[src/rtl/wlc_pkg.sv]
package wlc_pkg;
  localparam int unsigned WAYS  = 4;
  localparam int unsigned WAY_W = 2;

  typedef enum logic [1:0] {
    OP_LOOKUP   = 2'd0,
    OP_FILL     = 2'd1,
    OP_SNOOP    = 2'd2,
    OP_STORE_WT = 2'd3
  } op_e;

  typedef logic [WAYS-1:0]  way_mask_t;
  typedef logic [WAY_W-1:0] way_idx_t;
  typedef way_idx_t [WAYS-1:0] age_vec_t;
endpackage

[src/rtl/wlc_lock_merge.sv]
module wlc_lock_merge
  import wlc_pkg::*;
(
  input  logic [WAYS-1:0] lock_way_i,
  input  logic            pair_lo_i,
  input  logic            pair_hi_i,
  output way_mask_t       lock_eff_o
);
  for (genvar i = 0; i < WAYS; i++) begin : g_way
    if (i < WAYS / 2) begin : g_lo
      assign lock_eff_o[i] = lock_way_i[WAYS-1-i] | pair_lo_i;
    end else begin : g_hi
      assign lock_eff_o[i] = lock_way_i[WAYS-1-i] | pair_hi_i;
    end
  end
endmodule

[src/rtl/wlc_tag_store.sv]
module wlc_tag_store
  import wlc_pkg::*;
#(
  parameter int unsigned NUM_SETS = 16,
  parameter int unsigned TAG_W    = 20,
  localparam int unsigned SET_W   = $clog2(NUM_SETS)
) (
  input  logic             clk_i,
  input  logic             rst_ni,
  input  logic [SET_W-1:0] rd_set_i,
  input  logic [TAG_W-1:0] rd_tag_i,
  output way_mask_t        valid_o,
  output way_mask_t        hit_vec_o,
  input  logic             wr_en_i,
  input  logic [SET_W-1:0] wr_set_i,
  input  way_idx_t         wr_way_i,
  input  logic [TAG_W-1:0] wr_tag_i,
  input  logic             inv_en_i,
  input  logic [SET_W-1:0] inv_set_i,
  input  way_idx_t         inv_way_i
);
  way_mask_t        valid_q [NUM_SETS];
  logic [TAG_W-1:0] tag_q   [NUM_SETS][WAYS];

  assign valid_o = valid_q[rd_set_i];

  for (genvar w = 0; w < WAYS; w++) begin : g_cmp
    assign hit_vec_o[w] = valid_q[rd_set_i][w] && (tag_q[rd_set_i][w] == rd_tag_i);
  end

  always_ff @(posedge clk_i or negedge rst_ni) begin
    if (!rst_ni) begin
      for (int s = 0; s < NUM_SETS; s++) begin
        valid_q[s] <= '0;
        for (int w = 0; w < WAYS; w++) tag_q[s][w] <= '0;
      end
    end else begin
      if (wr_en_i) begin
        valid_q[wr_set_i][wr_way_i] <= 1'b1;
        tag_q[wr_set_i][wr_way_i]   <= wr_tag_i;
      end
      if (inv_en_i) valid_q[inv_set_i][inv_way_i] <= 1'b0;
    end
  end
endmodule

[src/rtl/wlc_lru_store.sv]
module wlc_lru_store
  import wlc_pkg::*;
#(
  parameter int unsigned NUM_SETS = 16,
  localparam int unsigned SET_W   = $clog2(NUM_SETS)
) (
  input  logic             clk_i,
  input  logic             rst_ni,
  input  logic [SET_W-1:0] rd_set_i,
  output age_vec_t         age_o,
  input  logic             touch_en_i,
  input  logic [SET_W-1:0] touch_set_i,
  input  way_idx_t         touch_way_i
);
  // age 0 = most recent; ages of a set always form a permutation
  age_vec_t age_q [NUM_SETS];

  assign age_o = age_q[rd_set_i];

  always_ff @(posedge clk_i or negedge rst_ni) begin
    if (!rst_ni) begin
      for (int s = 0; s < NUM_SETS; s++)
        for (int w = 0; w < WAYS; w++) age_q[s][w] <= way_idx_t'(w);
    end else if (touch_en_i) begin
      for (int w = 0; w < WAYS; w++) begin
        if (way_idx_t'(w) == touch_way_i)
          age_q[touch_set_i][w] <= '0;
        else if (age_q[touch_set_i][w] < age_q[touch_set_i][touch_way_i])
          age_q[touch_set_i][w] <= age_q[touch_set_i][w] + 1'b1;
      end
    end
  end
endmodule

[src/rtl/wlc_victim_pick.sv]
module wlc_victim_pick
  import wlc_pkg::*;
(
  input  way_mask_t valid_i,
  input  way_mask_t lock_i,
  input  age_vec_t  age_i,
  output logic      found_o,
  output way_idx_t  way_o
);
  logic     inv_found;
  way_idx_t inv_way;
  logic     lru_found;
  way_idx_t lru_way;
  way_idx_t lru_age;

  always_comb begin
    inv_found = 1'b0;
    inv_way   = '0;
    for (int i = WAYS - 1; i >= 0; i--) begin
      if (!valid_i[i] && !lock_i[i]) begin
        inv_found = 1'b1;
        inv_way   = way_idx_t'(i);
      end
    end
  end

  always_comb begin
    lru_found = 1'b0;
    lru_way   = '0;
    lru_age   = '0;
    for (int i = 0; i < WAYS; i++) begin
      if (!lock_i[i] && (!lru_found || age_i[i] > lru_age)) begin
        lru_found = 1'b1;
        lru_way   = way_idx_t'(i);
        lru_age   = age_i[i];
      end
    end
  end

  assign found_o = lru_found;
  assign way_o   = inv_found ? inv_way : lru_way;
endmodule

[src/rtl/way_lock_alloc_ctrl.sv]
module way_lock_alloc_ctrl
  import wlc_pkg::*;
#(
  parameter int unsigned NUM_SETS = 16,
  parameter int unsigned TAG_W    = 20,
  localparam int unsigned SET_W   = $clog2(NUM_SETS)
) (
  input  logic             clk_i,
  input  logic             rst_ni,
  input  logic [3:0]       lock_way_i,
  input  logic             lock_pair_lo_i,
  input  logic             lock_pair_hi_i,
  input  logic             req_valid_i,
  input  logic [1:0]       req_op_i,
  input  logic [SET_W-1:0] req_set_i,
  input  logic [TAG_W-1:0] req_tag_i,
  output logic             rsp_hit_o,
  output logic [1:0]       rsp_hit_way_o,
  output logic             rsp_alloc_o,
  output logic [1:0]       rsp_alloc_way_o,
  output logic             rsp_miss_pass_o,
  output logic             rsp_inval_o,
  output logic             rsp_bus_fwd_o
);
  op_e       op;
  way_mask_t lock_eff;
  way_mask_t valid_vec;
  way_mask_t hit_vec;
  age_vec_t  age_vec;
  logic      vict_found;
  way_idx_t  vict_way;
  logic      hit_any;
  way_idx_t  hit_way;
  logic      alloc;
  logic      inval;
  logic      touch;

  assign op = op_e'(req_op_i);

  wlc_lock_merge u_lock (
    .lock_way_i (lock_way_i),
    .pair_lo_i  (lock_pair_lo_i),
    .pair_hi_i  (lock_pair_hi_i),
    .lock_eff_o (lock_eff)
  );

  wlc_tag_store #(.NUM_SETS(NUM_SETS), .TAG_W(TAG_W)) u_tags (
    .clk_i     (clk_i),
    .rst_ni    (rst_ni),
    .rd_set_i  (req_set_i),
    .rd_tag_i  (req_tag_i),
    .valid_o   (valid_vec),
    .hit_vec_o (hit_vec),
    .wr_en_i   (alloc),
    .wr_set_i  (req_set_i),
    .wr_way_i  (vict_way),
    .wr_tag_i  (req_tag_i),
    .inv_en_i  (inval),
    .inv_set_i (req_set_i),
    .inv_way_i (hit_way)
  );

  wlc_lru_store #(.NUM_SETS(NUM_SETS)) u_lru (
    .clk_i       (clk_i),
    .rst_ni      (rst_ni),
    .rd_set_i    (req_set_i),
    .age_o       (age_vec),
    .touch_en_i  (touch),
    .touch_set_i (req_set_i),
    .touch_way_i (alloc ? vict_way : hit_way)
  );

  wlc_victim_pick u_vict (
    .valid_i (valid_vec),
    .lock_i  (lock_eff),
    .age_i   (age_vec),
    .found_o (vict_found),
    .way_o   (vict_way)
  );

  always_comb begin
    hit_way = '0;
    for (int w = 0; w < WAYS; w++) if (hit_vec[w]) hit_way = way_idx_t'(w);
  end
  assign hit_any = |hit_vec;

  assign alloc = req_valid_i && (op == OP_FILL) && !hit_any && vict_found;

  always_comb begin
    inval = 1'b0;
    if (req_valid_i && hit_any) begin
      unique case (op)
        OP_SNOOP:    inval = 1'b1;
        OP_STORE_WT: inval = lock_eff[hit_way];
        default:     inval = 1'b0;
      endcase
    end
  end

  // locked ways are kept out of the replacement order
  assign touch = alloc ||
                 (req_valid_i && hit_any && !lock_eff[hit_way] && (op != OP_SNOOP));

  assign rsp_hit_o       = req_valid_i && hit_any;
  assign rsp_hit_way_o   = hit_way;
  assign rsp_alloc_o     = alloc;
  assign rsp_alloc_way_o = vict_way;
  assign rsp_miss_pass_o = req_valid_i && (op == OP_FILL) && !hit_any && !vict_found;
  assign rsp_inval_o     = inval;
  assign rsp_bus_fwd_o   = req_valid_i && (op == OP_STORE_WT);
endmodule


[config.mk]
export PLATFORM = sky130hd
export DESIGN_NAME = way_lock_alloc_ctrl
export DESIGN_NICKNAME = d
export VERILOG_FILES = /design/src/rtl/wlc_pkg.sv /design/src/rtl/wlc_lock_merge.sv /design/src/rtl/wlc_tag_store.sv /design/src/rtl/wlc_lru_store.sv /design/src/rtl/wlc_victim_pick.sv /design/src/rtl/way_lock_alloc_ctrl.sv
export SDC_FILE = /design/constraint.sdc
export NUM_CORES = 2
export LEC_CHECK = 0
export BUFFER_PORTS_ARGS = -buffer_cell sky130_fd_sc_hd__buf_4
export CAP_MARGIN = 20
export CELL_PAD_IN_SITES_DETAIL_PLACEMENT = 1
export CELL_PAD_IN_SITES_GLOBAL_PLACEMENT = 1
export CORE_UTILIZATION = 50
export DETAILED_ROUTE_END_ITERATION = 6
export GPL_TIMING_DRIVEN = 0
export PLACE_DENSITY = 0.75
export SETUP_SLACK_MARGIN = 0.1
export SKIP_CTS_REPAIR_TIMING = 1
export SLEW_MARGIN = 20
export SYNTH_ARGS = -nofsm -noshare
export SYNTH_HDL_FRONTEND = slang
export SYNTH_HIERARCHICAL = 1
export SYNTH_SLANG_ARGS = --single-unit
[constraint.sdc]
create_clock -name clk_i -period 19.61 [get_ports clk_i]
set_input_delay 3.922 -clock clk_i [delete_from_list [all_inputs] [get_ports clk_i]]
set_output_delay 3.922 -clock clk_i [all_outputs]
set_load 0.03 [all_outputs]
== Word-level counts from Yosys, hierarchy flattened ==
Index checks and enable logic that the tools add are counted.

* Register bits: 1472
* Latch bits: 0
* Bits in writable memories: 0
* Memory bits (read-only): 0
* Output and inout port bits: 9
* Logic and storage cells: 310
* Memories kept: 0

* Add/sub/neg operators: 4
* Multipliers: 0
* Div/mod/pow operators: 0
* $lt $le $gt $ge: 16
* Equality and inequality tests: 11
* Shift-type cells: 0
* Mux-type cells: 76
* Bitwise gates (word level): 17
* Reduce and logical (&&, ||, !) cells: 42

{| class="wikitable"
|+ Operator list
! kind !! number
|-
| $mux W128 || 11
|-
| $bwmux W1280 || 1
|-
| $and A128 B128 Y128 || 4
|-
| $bwmux W128 || 4
|-
| $not A128 Y128 || 4
|-
| $bmux W80 S4 || 1
|-
| $demux W80 S4 || 1
|-
| $mux W80 || 3
|-
| $demux W8 S4 || 4
|-
| $mux W64 || 2
|-
| $eq A20 B20 Y1 || 4
|-
| $and A64 B64 Y64 || 1
|-
| $not A64 Y64 || 1
|-
| $or A64 B64 Y64 || 1
|-
| $demux W20 S2 || 1
|-
| $bmux W8 S4 || 1
|-
| $demux W4 S4 || 2
|-
| $mux W2 || 15
|-
| $mux W8 || 3
|-
| $logic_and A1 B1 Y1 || 23
|-
| $mux W20 || 1
|-
| $mux W4 || 5
|-
| $bmux W4 S4 || 1
|-
| $mux W1 || 14
|-
| 26 further kinds || 58
|}

== Logic depth before layout (Yosys ltp) ==
* Depth after elaboration: 36
* Depth in mapped cells: 31
* Mapped depth without buffers: 27

== Modules after synthesis ==
The synthesis kept the hierarchy.

{| class="wikitable"
|+ By module, submodules not included
! module !! instances !! cells an instance !! area each (um2)
|-
| wlc_tag_store || 1 || 4046 || 62332.3
|-
| wlc_lru_store || 1 || 780 || 8760.9
|-
| wlc_victim_pick || 1 || 43 || 334.1
|-
| way_lock_alloc_ctrl || 1 || 21 || 152.6
|-
| wlc_lock_merge || 1 || 4 || 25.0
|}

== Least setup slack after synthesis ==
OpenSTA, ideal clock, no wires.

* Path type: input to output
* Start: input port req_set_i[0]
* End: output port rsp_alloc_way_o[1]
* Data arrival time: 9.176 ns
* Required time: 15.688 ns
* Path slack: 6.512 ns
* Stages on the path: 19
* Path through: clkbuf_1 > buf_1 > mux4_2 > mux4_2 > and2b_4 > ha_1 > nand2b_1 > a221o_1 > a32oi_2 > ha_1 > nor2b_1 > o21ai_0 > a21o_1 > mux2_2 > ha_1 > a21oi_1 > o21a_1 > nor3_1 > a21oi_1

{| class="wikitable"
|+ RTL lines
! item !! RTL line !! text
|-
| start, declared || way_lock_alloc_ctrl.sv:15 || <nowiki>input logic [SET_W-1:0] req_set_i,</nowiki>
|-
| end, declared || way_lock_alloc_ctrl.sv:20 || <nowiki>output logic [1:0] rsp_alloc_way_o,</nowiki>
|}

== Worst setup path in the final report ==
* Start: input port req_set_i[1]
* End: output port rsp_inval_o

* Elaborated cells on any way between the ends: 24
* Those cells by class: eq/ne (4); mux (13); bitwise (1); reduce/logical (6)

{| class="wikitable"
|+ RTL lines
! item !! RTL line !! text
|-
| $not A4 Y5 (not written as such) * || wlc_tag_store.sv:28 || <nowiki>assign hit_vec_o[w] = valid_q[rd_set_i][w] && (tag_q[rd_set_i][w] == rd_tag_i);</nowiki>
|-
| $bmux W80 S4 || wlc_tag_store.sv:28 ||
|-
| $mux W80 (not written as such) (2 in a row) || wlc_tag_store.sv:28 ||
|-
| $eq A20 B20 Y1 || wlc_tag_store.sv:28 ||
|-
| $logic_and A1 B1 Y1 * || wlc_tag_store.sv:28 ||
|-
| net hit_vec[3] || way_lock_alloc_ctrl.sv:28 || <nowiki>way_mask_t hit_vec;</nowiki>
|-
| $mux W2 || way_lock_alloc_ctrl.sv:83 || <nowiki>for (int w = 0; w < WAYS; w++) if (hit_vec[w]) hit_way = way_idx_t'(w);</nowiki>
|-
| $bmux W1 S2 || way_lock_alloc_ctrl.sv:94 || <nowiki>OP_STORE_WT: inval = lock_eff[hit_way];</nowiki>
|-
| $mux W1 (not written as such) || way_lock_alloc_ctrl.sv:94 ||
|-
| $pmux W1 S2 || way_lock_alloc_ctrl.sv:92 || <nowiki>unique case (op)</nowiki>
|-
| $mux W1 * || way_lock_alloc_ctrl.sv:91 || <nowiki>if (req_valid_i && hit_any) begin</nowiki>
|-
| end, declared || way_lock_alloc_ctrl.sv:22 || <nowiki>output logic rsp_inval_o,</nowiki>
|}

The timed path passes the listed nets; every way through them passes the cells marked *. The select of a mux whose other input is x is not followed.

==> results_dict.tcl <==
set metrics [dict create \
    run_status "finished, final reports clean" \
    worst_setup_path_end_kind "primary output" \
    max-cap-violations 0 \
    grt_antenna_before_repair 29 \
    synthesized_area_divided_by_synthesized_cell_count_sq_um 14.6 \
    cts_inserted_buffers 160 \
    grt_use_met2_pct 61.0 \
    synth_largest_type_area_fraction_pct 49.2 \
    setup_repair_after_global_routing_missed_its_margin "no" \
    max_slew_margin_pct 11.7 \
    synth_edf_count 0 \
    crit_start "req_set_i[1]" \
    r2r_setup_slack_ns 10.82 \
    synth-async-reset-ratio_pct 100 \
    power.switching_fraction_pct 27.7 \
    post-route-drc-count 0 \
    internal_mw 5.43 \
    vdd_ir_max_mv 0.0783 \
    ys_seq_area_share_pct 51.6 \
    power-per-cell-area_nw_per_um2 93.1 \
    combinationalPowerShare_pct 12.9 \
    power_leakage_nw 37.6 \
    synth_largest_area_cell "sky130_fd_sc_hd__dfrtp_1" \
    placeableCoreArea_sq_um 142000 \
    netlist_instances 4894 \
    vias 50900 \
    placementRows 138 \
    detail_route.iter0.violations 6686 \
    crit_end "rsp_inval_o" \
    post_route_cells_drive_above_1_share_pct 45.6 \
    r2r.worst_path.cells 27 \
    grt_max_degree 151 \
    drtAntennaViolNets 0 \
    top_ff_cell_synth "sky130_fd_sc_hd__dfrtp_1" \
    drt-vias-per-instance 7.12 \
    cts.sinks 1472 \
    timing.setup.tns_ns 0 \
    period_needed_ns 15.31 \
    finalHoldViolCount 0 \
    regToRegEndpoint "u_lru/age_q[92]" \
    finalSetupViolCount 0 \
    cts_root_buffer "sky130_fd_sc_hd__clkbuf_16" \
    critical_path_class "in -> out" \
    ys_top_cells_by_area "sky130_fd_sc_hd__dfrtp_1, sky130_fd_sc_hd__mux2_2, sky130_fd_sc_hd__mux4_2, sky130_fd_sc_hd__dfstp_2, sky130_fd_sc_hd__mux2i_1" \
    worstPathMaxFanout 24 \
    grt_use_met1_pct 55.6 \
    p_sw_mw 2.08 \
    die_ht_microns 380 \
    critPathRequiredTime_ns 15.69 \
    worst_hold_path.num_cells 1 \
    cts.htree.levels 4 \
    synthesis.area_sq_um 71600 \
    final.fill_count 13200 \
    cts_tree "built" \
    final_count_of_pins_violating_max_slew 0 \
    smallest_hold_slack_ns 0.493 \
    synth_fp_nets 4939 \
    clock-skew-final_ns 0.0393 \
    power.sequential.fraction_pct 44.7 \
    clk-insertion-delay-late_ns 0.85 \
    yosysMostFrequentCell "sky130_fd_sc_hd__dfrtp_1" \
    ys.warnings.count 6 \
    io_buffer_count 29 \
    most_numerous_cell_types_in_the_synthesized_netlist "sky130_fd_sc_hd__dfrtp_1, sky130_fd_sc_hd__mux2_2, sky130_fd_sc_hd__mux4_2" \
    sum_of_net_half_perimeters_after_detailed_placement_mm 211 \
    fmax_mhz 65.3 \
    clkSlewWorstSetupHoldPaths_ns 0.06 \
    first_global_vias 52000 \
    wl_per_cell_microns 43.3 \
    holdCritPathClass "reg -> reg" \
    grt-ovfl-total 0 \
    first_pass_iters 7 \
    die-area_sq_um 145000 \
    cts_max_path_buffers 3 \
    wl_mm 309 \
    timing.critical_path.from_type "primary input" \
    clock_power_share_pct 42.4 \
    grt_busiest_layer "met2" \
    grt_first_pass_wirelength_mm 428 \
    ioPinCount 44 \
    worst-endpoint-arrival_ns 11.39 \
    grt.met3_usage_pct 15.9 \
    layout.nets 5160 \
    die_w_microns 380 \
    worstMarginPinSlew_ns 1.32 \
    synth_seq_cells 1472 \
    r2r_start "u_lru/age_q[3]" \
    synth_cell_type_count 85 \
    finalWeightedCongestion 1.03 \
    initial_utilization_pct 50.5 \
    grt_use_total_pct 43.1 \
    post-route-period-util_pct 78.1 \
    syn_to_final_growth_pct 12.6 \
]
-- cell usage in the layout (no fill, tap or decap), types with 21 or more instances in the layout --
cell / n
sky130_fd_sc_hd__o311ai_0: 65
sky130_fd_sc_hd__clkbuf_2: 83
sky130_fd_sc_hd__inv_1: 76
sky130_fd_sc_hd__o21ai_0: 114
sky130_fd_sc_hd__dfrtp_1: 1408
sky130_fd_sc_hd__buf_16: 21
sky130_fd_sc_hd__buf_4: 64
sky130_fd_sc_hd__buf_6: 21
sky130_fd_sc_hd__buf_1: 46
sky130_fd_sc_hd__clkbuf_1: 249
sky130_fd_sc_hd__nand2b_1: 22
sky130_fd_sc_hd__clkbuf_16: 160
sky130_fd_sc_hd__clkbuf_8: 31
sky130_fd_sc_hd__clkinv_2: 21
sky130_fd_sc_hd__a22oi_1: 62
sky130_fd_sc_hd__nor2b_1: 25
sky130_fd_sc_hd__nor3_1: 24
sky130_fd_sc_hd__buf_2: 89
sky130_fd_sc_hd__dfstp_2: 64
sky130_fd_sc_hd__mux2i_1: 136
sky130_fd_sc_hd__mux4_2: 421
sky130_fd_sc_hd__a21oi_1: 41
sky130_fd_sc_hd__o22a_1: 24
sky130_fd_sc_hd__nand3_1: 31
sky130_fd_sc_hd__nor2_1: 64
sky130_fd_sc_hd__nand2_1: 138
sky130_fd_sc_hd__o31ai_1: 65
sky130_fd_sc_hd__xor2_1: 27
sky130_fd_sc_hd__xnor2_1: 74
sky130_fd_sc_hd__mux2_2: 1330
-- cell families after synthesis --
family                   count (synthesis)  share of synthesized area [%]
AO/OA/AOI/OAI                          467                           4.66
XOR/XNOR                               101                           1.24
multiplexers                          1894                           36.2
buffers and inverters                  556                           3.45
adder cells (fa/ha/maj)                 10                          0.175
flip-flops                            1472                           51.6
AND/OR/NAND/NOR                        394                           2.75
-- flip-flops by register name, summed over array words and instances, names as in the netlist --
name and flops:
u_lru/age_q 128, u_tags/tag_q 1280, u_tags/valid_q 64
-- power by group through the flow --
stage | Sequential (mW) | Clock, mW | Combinational [mW]
floorplan | 3.35 | 0 | 0.548
global placement | 3.39 | 0 | 0.898
detailed placement | 3.40 | 0 | 0.936
CTS | 3.35 | 3.20 | 0.942
global route | 3.37 | 3.31 | 0.997
finish | 3.36 | 3.18 | 0.971
-- metrics by stage --
step / cell area, sq um / util, % / std cells / setup WS [ns] / total power [mW]
2_1_floorplan: 71600 / - / 4894 / 6.51 / 3.90
3_3_place_gp: 74200 / 52.3 / 6813 / -3.39 / 4.29
3_5_place_dp: 75100 / 52.9 / 6841 / 4.89 / 4.33
4_1_cts: 80500 / 56.8 / 7132 / 4.86 / 7.49
5_1_grt: 80600 / 56.9 / 7137 / 4.70 / 7.68
6_report: 80600 / 56.9 / 7151 / 4.30 / 7.51
-- worst max-delay path, cell delays in order --
cell                      delay, ns
sky130_fd_sc_hd__buf_4         0.31
sky130_fd_sc_hd__buf_2         0.21
sky130_fd_sc_hd__buf_4         0.30
sky130_fd_sc_hd__buf_2         0.79
sky130_fd_sc_hd__buf_4         0.54
sky130_fd_sc_hd__buf_2         0.75
sky130_fd_sc_hd__buf_4         0.58
sky130_fd_sc_hd__mux2i_1       0.68
sky130_fd_sc_hd__xnor2_1       0.28
sky130_fd_sc_hd__nor4_1        0.74
sky130_fd_sc_hd__a21oi_1       0.29
sky130_fd_sc_hd__nor4_4        0.81
sky130_fd_sc_hd__or4_4         0.30
sky130_fd_sc_hd__and2_2        0.16
sky130_fd_sc_hd__o211a_1       0.36
sky130_fd_sc_hd__buf_4         0.23
-- worst min-delay path by stage --
stage,startpoint,endpoint
after detailed placement,u_tags/valid_q[8],u_tags/valid_q[8]
after CTS,u_tags/valid_q[8],u_tags/valid_q[8]
final,u_tags/valid_q[32],u_tags/valid_q[32]
after global placement,u_tags/valid_q[4],u_tags/valid_q[4]
after global routing,u_tags/valid_q[8],u_tags/valid_q[8]
after floorplan,u_tags/valid_q[4],u_tags/valid_q[4]
-- area by class of cell --
class	count	area (sq um)	area share, %
Clock inverter	56	902	1.12
Buffer	477	2310	2.86
Clock buffer	235	4600	5.70
Timing Repair Buffer	59	921	1.14
Multi-Input combinational cell	2866	32300	40.0
Sequential cell	1472	36900	45.8
Tap cell	1890	2360	2.93
Inverter	79	297	0.368
Antenna cell	17	42.5	0.0528
-- layer usage --
metal  routed length [microns]  part of all wire [%]  up-vias
met2                    132000                    43     3561
met3                     39400                    13      924
li1                          -                     -    18800
met5                        34                 0.011        -
met1                    114000                    37    27600
met4                     24400                   7.9        6
Power figures use the tool's default switching activity.
